`src/rtl/cell_rx_pkg.sv`:
```
`timescale 1ns/1ps
package cell_rx_pkg;
  localparam int unsigned BYTE_W     = 8;
  localparam int unsigned CELL_BYTES = 53;
  localparam int unsigned SLOTS      = 2;
  localparam int unsigned OFF_W      = $clog2(CELL_BYTES);
  localparam int unsigned SLOT_W     = (SLOTS > 1) ? $clog2(SLOTS) : 1;
  localparam int unsigned CNT_W      = $clog2(SLOTS + 1);

  typedef enum logic [1:0] {
    WR_IDLE = 2'd0,
    WR_KEEP = 2'd1,
    WR_DROP = 2'd2
  } wr_mode_e;
endpackage

```
`src/rtl/cell_rx_writer.sv`:
```
`timescale 1ns/1ps
module cell_rx_writer
  import cell_rx_pkg::*;
#(
  parameter int unsigned CELLS = SLOTS,
  parameter int unsigned CLEN  = CELL_BYTES,
  localparam int unsigned OW   = $clog2(CLEN),
  localparam int unsigned SW   = (CELLS > 1) ? $clog2(CELLS) : 1,
  localparam int unsigned CW   = $clog2(CELLS + 1)
) (
  input  logic          clk,
  input  logic          rst_n,
  input  logic          in_valid,
  input  logic [CW-1:0] cells_held,
  output logic          wr_we,
  output logic [SW-1:0] wr_slot,
  output logic [OW-1:0] wr_off,
  output logic          wr_commit,
  output logic          wr_reject
);
  wr_mode_e      mode_q, mode_d;
  logic [OW-1:0] off_q, off_d;
  logic [SW-1:0] slot_q, slot_d;
  logic          room, at_end;

  assign room   = cells_held < CW'(CELLS);
  assign at_end = off_q == OW'(CLEN - 1);

  always_comb begin
    mode_d    = mode_q;
    off_d     = off_q;
    slot_d    = slot_q;
    wr_we     = 1'b0;
    wr_commit = 1'b0;
    wr_reject = 1'b0;
    if (in_valid) begin
      unique case (mode_q)
        WR_IDLE: begin
          off_d = OW'(1);
          if (room) begin
            mode_d = WR_KEEP;
            wr_we  = 1'b1;
          end else begin
            mode_d    = WR_DROP;
            wr_reject = 1'b1;
          end
        end
        WR_KEEP: begin
          wr_we = 1'b1;
          if (at_end) begin
            mode_d    = WR_IDLE;
            off_d     = '0;
            wr_commit = 1'b1;
            slot_d    = (slot_q == SW'(CELLS - 1)) ? '0 : slot_q + SW'(1);
          end else begin
            off_d = off_q + OW'(1);
          end
        end
        default: begin
          if (at_end) begin
            mode_d = WR_IDLE;
            off_d  = '0;
          end else begin
            off_d = off_q + OW'(1);
          end
        end
      endcase
    end
  end

  assign wr_slot = slot_q;
  assign wr_off  = off_q;

  always_ff @(posedge clk or negedge rst_n) begin
    if (!rst_n) begin
      mode_q <= WR_IDLE;
      off_q  <= '0;
      slot_q <= '0;
    end else if (in_valid) begin
      mode_q <= mode_d;
      off_q  <= off_d;
      slot_q <= slot_d;
    end
  end
endmodule

```
`src/rtl/cell_rx_reader.sv`:
```
`timescale 1ns/1ps
module cell_rx_reader
  import cell_rx_pkg::*;
#(
  parameter int unsigned CELLS = SLOTS,
  parameter int unsigned CLEN  = CELL_BYTES,
  localparam int unsigned OW   = $clog2(CLEN),
  localparam int unsigned SW   = (CELLS > 1) ? $clog2(CELLS) : 1,
  localparam int unsigned CW   = $clog2(CELLS + 1)
) (
  input  logic          clk,
  input  logic          rst_n,
  input  logic          rd_en,
  input  logic [CW-1:0] cells_held,
  output logic [SW-1:0] rd_slot,
  output logic [OW-1:0] rd_off,
  output logic          rd_fire,
  output logic          rd_done
);
  logic [OW-1:0] off_q, off_d;
  logic [SW-1:0] slot_q, slot_d;

  assign rd_fire = rd_en && (cells_held != '0);
  assign rd_done = rd_fire && (off_q == OW'(CLEN - 1));

  always_comb begin
    off_d  = off_q + OW'(1);
    slot_d = slot_q;
    if (rd_done) begin
      off_d  = '0;
      slot_d = (slot_q == SW'(CELLS - 1)) ? '0 : slot_q + SW'(1);
    end
  end

  assign rd_slot = slot_q;
  assign rd_off  = off_q;

  always_ff @(posedge clk or negedge rst_n) begin
    if (!rst_n) begin
      off_q  <= '0;
      slot_q <= '0;
    end else if (rd_fire) begin
      off_q  <= off_d;
      slot_q <= slot_d;
    end
  end
endmodule

```
`src/rtl/cell_rx_store.sv`:
```
`timescale 1ns/1ps
module cell_rx_store
  import cell_rx_pkg::*;
#(
  parameter int unsigned CELLS = SLOTS,
  parameter int unsigned CLEN  = CELL_BYTES,
  parameter int unsigned DW    = BYTE_W,
  localparam int unsigned OW   = $clog2(CLEN),
  localparam int unsigned SW   = (CELLS > 1) ? $clog2(CELLS) : 1
) (
  input  logic          clk,
  input  logic          we,
  input  logic [SW-1:0] w_slot,
  input  logic [OW-1:0] w_off,
  input  logic [DW-1:0] w_byte,
  input  logic [SW-1:0] r_slot,
  input  logic [OW-1:0] r_off,
  output logic [DW-1:0] r_byte
);
  logic [DW-1:0] slot_out [CELLS];

  for (genvar g = 0; g < CELLS; g++) begin : g_slot
    logic [DW-1:0] mem [CLEN];
    logic          sel_w;
    assign sel_w = we && (w_slot == SW'(g));
    always_ff @(posedge clk) begin
      if (sel_w) mem[w_off] <= w_byte;
    end
    assign slot_out[g] = mem[r_off];
  end

  always_comb begin
    r_byte = '0;
    for (int s = 0; s < CELLS; s++) begin
      if (r_slot == SW'(s)) r_byte = slot_out[s];
    end
  end
endmodule

```
`src/rtl/cell_rx_port.sv`:
```
`timescale 1ns/1ps
module cell_rx_port
  import cell_rx_pkg::*;
#(
  parameter int unsigned CELLS = SLOTS,
  parameter int unsigned CLEN  = CELL_BYTES,
  parameter int unsigned DW    = BYTE_W,
  localparam int unsigned OW   = $clog2(CLEN),
  localparam int unsigned SW   = (CELLS > 1) ? $clog2(CELLS) : 1,
  localparam int unsigned CW   = $clog2(CELLS + 1)
) (
  input  logic          clk,
  input  logic          rst_n,
  input  logic          in_valid,
  input  logic [DW-1:0] in_byte,
  input  logic          rd_en,
  output logic [DW-1:0] rd_data,
  output logic          rd_soc,
  output logic          rd_empty,
  output logic          rd_clav,
  output logic          ovf_pulse
);
  logic          rs_meta, rs_n;
  logic [CW-1:0] held_q, held_d;
  logic          we, commit, reject, fire, done;
  logic [SW-1:0] w_slot, r_slot;
  logic [OW-1:0] w_off, r_off;
  logic          ovf_q;

  always_ff @(posedge clk or negedge rst_n) begin
    if (!rst_n) begin
      rs_meta <= 1'b0;
      rs_n    <= 1'b0;
    end else begin
      rs_meta <= 1'b1;
      rs_n    <= rs_meta;
    end
  end

  cell_rx_writer #(.CELLS(CELLS), .CLEN(CLEN)) u_wr (
    .clk(clk), .rst_n(rs_n), .in_valid(in_valid), .cells_held(held_q),
    .wr_we(we), .wr_slot(w_slot), .wr_off(w_off),
    .wr_commit(commit), .wr_reject(reject)
  );

  cell_rx_reader #(.CELLS(CELLS), .CLEN(CLEN)) u_rd (
    .clk(clk), .rst_n(rs_n), .rd_en(rd_en), .cells_held(held_q),
    .rd_slot(r_slot), .rd_off(r_off), .rd_fire(fire), .rd_done(done)
  );

  cell_rx_store #(.CELLS(CELLS), .CLEN(CLEN), .DW(DW)) u_st (
    .clk(clk), .we(we), .w_slot(w_slot), .w_off(w_off), .w_byte(in_byte),
    .r_slot(r_slot), .r_off(r_off), .r_byte(rd_data)
  );

  always_comb begin
    unique case ({commit, done})
      2'b10:   held_d = held_q + CW'(1);
      2'b01:   held_d = held_q - CW'(1);
      default: held_d = held_q;
    endcase
  end

  always_ff @(posedge clk or negedge rs_n) begin
    if (!rs_n) begin
      held_q <= '0;
      ovf_q  <= 1'b0;
    end else begin
      held_q <= held_d;
      ovf_q  <= reject;
    end
  end

  assign rd_empty  = held_q == '0;
  assign rd_soc    = !rd_empty && (r_off == '0);
  assign rd_clav   = (held_q >= CW'(2)) || (!rd_empty && (r_off == '0));
  assign ovf_pulse = ovf_q;
endmodule

```
`config.mk`:
```
export PLATFORM = sky130hd
export DESIGN_NAME = cell_rx_port
export DESIGN_NICKNAME = d
export VERILOG_FILES = /design/src/rtl/cell_rx_pkg.sv /design/src/rtl/cell_rx_writer.sv /design/src/rtl/cell_rx_reader.sv /design/src/rtl/cell_rx_store.sv /design/src/rtl/cell_rx_port.sv
export SDC_FILE = /design/constraint.sdc
export NUM_CORES = 1
export LEC_CHECK = 0
export BUFFER_PORTS_ARGS = -buffer_cell sky130_fd_sc_hd__clkbuf_2
export CAP_MARGIN = 40
export CORE_MARGIN = 1.5
export CORE_UTILIZATION = 40
export CTS_BUF_LIST = sky130_fd_sc_hd__clkbuf_4 sky130_fd_sc_hd__clkbuf_8
export CTS_CLUSTER_SIZE = 40
export DETAILED_ROUTE_END_ITERATION = 8
export SETUP_SLACK_MARGIN = 0.1
export SKIP_CTS_REPAIR_TIMING = 1
export SYNTH_ARGS = -nofsm -noshare
export SYNTH_HDL_FRONTEND = slang
export SYNTH_HIERARCHICAL = 1
export SYNTH_SLANG_ARGS = --single-unit
```
`constraint.sdc`:
```
create_clock -name clk -period 2.3 [get_ports clk]
set_input_delay 0.115 -clock clk [delete_from_list [all_inputs] [get_ports clk]]
set_output_delay 0.115 -clock clk [all_outputs]
set_load 0.005 [all_outputs]
```
[Word-level counts from Yosys, hierarchy flattened]
Memories as Yosys holds them, arrays and structs flattened.
Index checks and enable logic that the tools add are counted.
Storage, ports and cells
  flip-flop bits (word level): 21
  latch bits: 0
  bits in writable memories: 848
  memory bits (read-only): 0
  memories: 2
Cells by class
  $add $sub $neg: 6
  multiply operators: 0
  div/mod/pow operators: 0
  order comparisons: 2
  equality and inequality tests: 5
  shift operators: 0
  mux-type cells: 23
  bitwise gates (word level): 1
  reduce and logical (&&, ||, !) cells: 16
Memory list
  u_st.g_slot[0].mem: words 53, width 8, rd ports 1, clocked after Yosys merged registers in 0, wr ports 1, line cell_rx_store.sv:23  | logic [DW-1:0] mem [CLEN];
  u_st.g_slot[1].mem: words 53, width 8, rd ports 1, clocked after Yosys merged registers in 0, wr ports 1, line cell_rx_store.sv:23
Operator list (number)
  $mux W6: 3
  $mux W1: 14
  $add A6 B1 Y6 const B: 2
  $eq A6 B6 Y1 const B: 2
  $mux W8: 1
  $logic_not A6 Y1: 1
  $mux W2: 3
  $reduce_bool A2 Y1: 3
  $logic_and A1 B1 Y1: 5
  $eq A2 B1 Y1 const B: 2
  $logic_not A2 Y1: 2
  $pmux W2 S2: 1
  $reduce_and A2 Y1: 2
  $reduce_and A3 Y1: 1
  $add A1 B1 Y1 const B: 2
  $add A2 B1 Y2 const B: 1
  $eq A2 B2 Y1 const B: 1
  $ge A2 B2 Y1 const B: 1
  $lt A2 B2 Y1 const B: 1
  $pmux W1 S2: 1
  $sub A2 B1 Y2 const B: 1
  $logic_not A1 Y1: 1
  $logic_or A1 B1 Y1: 1
  $not A1 Y1: 1

[Logic depth before layout (Yosys ltp)]
  depth in word-level cells: 7
  gate-level depth with buffers: 11

[By module]
The synthesis kept the hierarchy.
By module, submodules not included
  cell_rx_store: instances 1, cells an instance 1614, area an instance 33213.1 um^2
  cell_rx_writer: instances 1, cells an instance 53, area an instance 529.3 um^2
  cell_rx_reader: instances 1, cells an instance 40, area an instance 380.4 um^2
  cell_rx_port: instances 1, cells an instance 16, area an instance 205.2 um^2

[Worst setup path before layout]
OpenSTA, ideal clock, no wires.
  path kind: register to output
  start point: reg u_rd.off_q[0], in the netlist u_rd/rd_off[0]
  end point: out rd_data[1]
  arrival: 2.097 ns
  required time: 2.185 ns
  slack: 0.088 ns
  stages on the path, launching flop included: 8
  path buffers: 3
  cells stage by stage: dfrtp_1 > buf_6 > buf_6 > buf_2 > mux4_2 > a221oi_1 > o22ai_1 > a32o_1
Between the ends
  word-level cells in the longest chain between the ends: 2
  elaborated cells on any way between the ends: 3
  those cells by class: mux (1); memory (2)
RTL lines
  start, declared: line cell_rx_reader.sv:20  | logic [OW-1:0] off_q, off_d;
  start signal, assigned: line cell_rx_reader.sv:40  | off_q <= '0;
  start signal, assigned: line cell_rx_reader.sv:43  | off_q <= off_d;
  $mem_v2 Z53 W8
  $mux W8 (*): line cell_rx_store.sv:35  | if (r_slot == SW'(s)) r_byte = slot_out[s];
  end, declared: line cell_rx_port.sv:17  | output logic [DW-1:0] rd_data,
Every way passes the cells marked *; elsewhere a longest branch is shown, timed or not.

[Final worst setup path]
  start point: reg u_rd.off_q[0], in the netlist u_rd/rd_off[0]
  end point: out rd_data[7]
Same word-level chain as after synthesis.

==> summary.md <==
- complete, but fails checks — status
- setup timing — violated checks
- 8 — first-pass detailed-route iteration total
- 0.0260 mm² — sequential cell area in the final layout
- 27.5 ps — worst-case clock skew
- 74.2% — area fraction of the dominant cell type after synthesis
- -613 ps — pre-CTS setup slack
- 107 — number of rows created at floorplan
- 28.3% — GR met1 Demand/Resource
- 4 — CTS H-Tree Depth
- 869 — register bit total from synthesis
- flip-flop — category of the worst setup path launch point
- 19.9 µm² — Mean Syn Cell Area
- 26.9% — clock power share
- 2180 ps — worst endpoint required time
- 3 — Max clock buf depth
- -11360 ps — Setup TNS Final
- 273 MHz — Max Clock Freq
- 40.3% — Initial Utilization
- edfxtp_1 — cell taking the most area after synthesis
- edfxtp_1 (74%), mux4_2 (12%), mux2i_1 (1.8%), dfrtp_1 (1.5%), nor2_1 (1.4%) — main area contributors after synthesis
- 32.2 mW — cell-internal power
- 0 — GRT overflow
- built — CTS tree
- 0.000623 V — worst-case vdd ir drop
- 2185 — Nets
- 6.10% — met3 layer usage reported by global route
- 11 — Worst R2R Path Depth
- 57700 µm — post-detailed-placement half-perimeter wirelength
- 6 — count of yosys warnings during synthesis
- 0 — Max Slew Vio Count
- 23 — count of input and output buffers
- primary output — Worst setup EP type
- 1869 — count of routing violations after the opening detailed-route iteration
- 31.9% — met2 track demand over resource in global routing
- 14.8 mW — net load switching power
- u_rd/rd_off[0] — R2R Path Start
- 0.0343 mm² — Post-Synthesis Cell Area
- 60 ps — clock transition at the registers of the reported paths
- 107 — maximum number of pins on one net before global-route repair
- 1120 mW/mm² — power per cell area
- 296 µm — die extent in y
- 39.0% — part of the power in registers
- edfxtp_1 (848), mux4_2 (187), nor2_1 (128) — most common library cells after synthesis
- 3550 ps — data arrival time of the critical path
- 11 — total setup violations reported at the end of the flow
- in2async — hold crit path type
- 2 — antenna violations before repair
- 0 — DRC violation count after routing
- -1360 ps — fin worst setup slack
- 141 — clock buffer count from CTS
- 20.8% — GRT Util Overall
- 26.5 µm — wire length per cell after detailed routing
- 0 — Final Hold Fails
- 34.1% — fraction of power consumed by combinational cells
- 2.42% — Synth async-reset ratio
- 680 ps — transition time at the pin with the least slew margin
- 296 µm — horizontal extent of the die
- reg2out — class of the most critical setup path
- 0.0876 mm² — die footprint
- edfxtp_1 — most used standard cell by instance count after synthesis
- 0.902 — last weighted congestion value of the routability-driven placer
- met2 — most used routing layer in global routing
- 159% — crit share post-route
- clkbuf_8 — Clk Tree Root Cell
- 66 — distinct cell type count of the synthesized netlist
- 54.5% — Slew headroom
- 39.6% — share of post-route cells with drive strength above 1
- 18828 — vias
- 0 — Final ANT Viol Nets
- 129000 µm — global-route wire length before repair
- 13.9 nW — static leakage power
- 7070 — filler cell count in the final layout
- 0.0851 mm² — Placeable Area
- 31.4% — switching part of the total power
- 24 — Ports
- 3660 ps — fin crit period
- 0.00814 mm² — area used by multi-input combinational logic
- true — RSZ-0062 raised after global routing
- -10 ps — R2R setup slack
- 780 ps — insertion delay of the later-clocked pin in the worst-skew pair
- 869 — TritonCTS Sinks
- 5.51 — vias per cell
- 1740 — post-synthesis net count
- 75.7% — Seq/Total Area, Yosys
- edfxtp_1 — most common flop cell mapped by yosys
- 19284 — number of global-route vias before repair
- 90600 µm — DRT Wirelength
- 848 — number of enable flip-flop cells after synthesis
- 0 — number of max-cap violations
- 1723 — gate count after technology mapping
- 22.1% — Synth-to-Final Area Change
- 6 — top fanout value on the critical path
- held_q[1] — worst r2r dst
[per-stage QoR]
step / cells / hold slack [ps] / cell area [µm²] / total power, mW / util (%)
after CTS: 3352 / -969 / 40800 / 45.3 / 47.9
final: 3416 / 187 / 41900 / 47.0 / 49.2
after floorplan: 1723 / -181 / 34300 / 26.4 / -
after detailed placement: 3108 / -89.1 / 38100 / 32.6 / 44.8
after global routing: 3415 / 170 / 41900 / 48.8 / 49.2
after global placement: 3107 / -92.4 / 38100 / 32.5 / 44.8
[cells by family after synthesis]
group | share of synthesized area [%]
buf+inv | 1.72
xor+xnor | 0.128
other cells | 0.0109
mux | 14.7
compound gates | 3.32
flops | 75.7
fa+ha+maj | 0.182
simple gates | 4.20
[cell type report]
| class | count | area share [%] |
|---|---|---|
| flip-flops and latches | 869 | 62.0 |
| multi-input cells | 744 | 19.4 |
| repair buffers | 397 | 8.70 |
| clock buffers | 197 | 5.69 |
| well taps | 1144 | 3.41 |
| clock inverters | 47 | 0.576 |
| inverters | 15 | 0.134 |
| diodes | 3 | 0.0179 |
[worst max-delay path, stage by stage (launching register included)]
cell and delay [ps]:
dfrtp_4 550, buf_12 180, buf_12 140, buf_6 110
mux4_2 410, mux4_2 520, o22ai_2 190, nor3_2 60
buf_4 150, o21ai_1 100, o21ai_1 80, buf_4 160
buf_6 110
[per-layer routing]
layer,routed length [µm],vias to the layer above
met3,7540,142
met5,12,-
met1,38200,9916
li1,-,8020
met4,2130,2
met2,42700,748
[power groups by stage]
stage,sequential [mW],clock (mW),combinational [mW]
finish,18.3,12.6,16.0
detailed placement,18.7,0,14.0
floorplan,18.4,0,8.00
global route,18.4,13.6,16.7
CTS,18.3,12.9,14.0
global placement,18.7,0,13.8
[worst max path at each step]
stage	depth (start not counted)	slack (ps)	start	endpoint
after floorplan	7	90	u_rd/rd_off[0]	rd_data[1]
final	12	-1360	u_rd/rd_off[0]	rd_data[7]
after detailed placement	9	-610	u_rd/rd_off[2]	rd_data[6]
after global routing	10	-1470	u_rd/rd_off[0]	rd_data[7]
after CTS	9	-1480	u_rd/rd_off[2]	rd_data[6]
after global placement	9	-600	u_rd/rd_off[0]	rd_data[4]
[cells in the final DEF, fill, tap and decap left out, types with 7 or more instances in the layout]
cell type | Yosys | layout
buf_12 | 0 | 28
clkbuf_4 | 0 | 52
o211ai_1 | 8 | 8
mux4_2 | 187 | 187
o22ai_1 | 24 | 14
nor2_1 | 128 | 108
nor2_2 | 0 | 19
clkinv_1 | 0 | 31
nand4_1 | 8 | 8
o22ai_2 | 0 | 7
a211oi_1 | 14 | 9
dfrtp_1 | 21 | 15
mux2_2 | 20 | 20
nand2_2 | 0 | 9
o21ai_0 | 15 | 14
clkbuf_2 | 0 | 10
nand3_1 | 29 | 25
buf_4 | 13 | 313
nor2b_1 | 24 | 23
nand2b_1 | 9 | 9
nand2_1 | 54 | 44
o21ai_1 | 8 | 8
dlygate4sd3_1 | 0 | 12
edfxtp_1 | 848 | 848
clkinv_2 | 0 | 8
a22oi_1 | 30 | 25
a21oi_1 | 17 | 16
inv_1 | 15 | 14
buf_6 | 12 | 16
mux2i_1 | 62 | 61
a31oi_1 | 12 | 10
clkbuf_8 | 0 | 145
buf_16 | 0 | 7
[registers in the layout, indices dropped and copies added (netlist names), 2 cells and up]
name,cells
u_rd/rd_off,6
u_wr/mode_q,2
held_q,2
u_wr/wr_off,6
u_st/g_slot.mem,848
(Power assumes the default switching activity.)
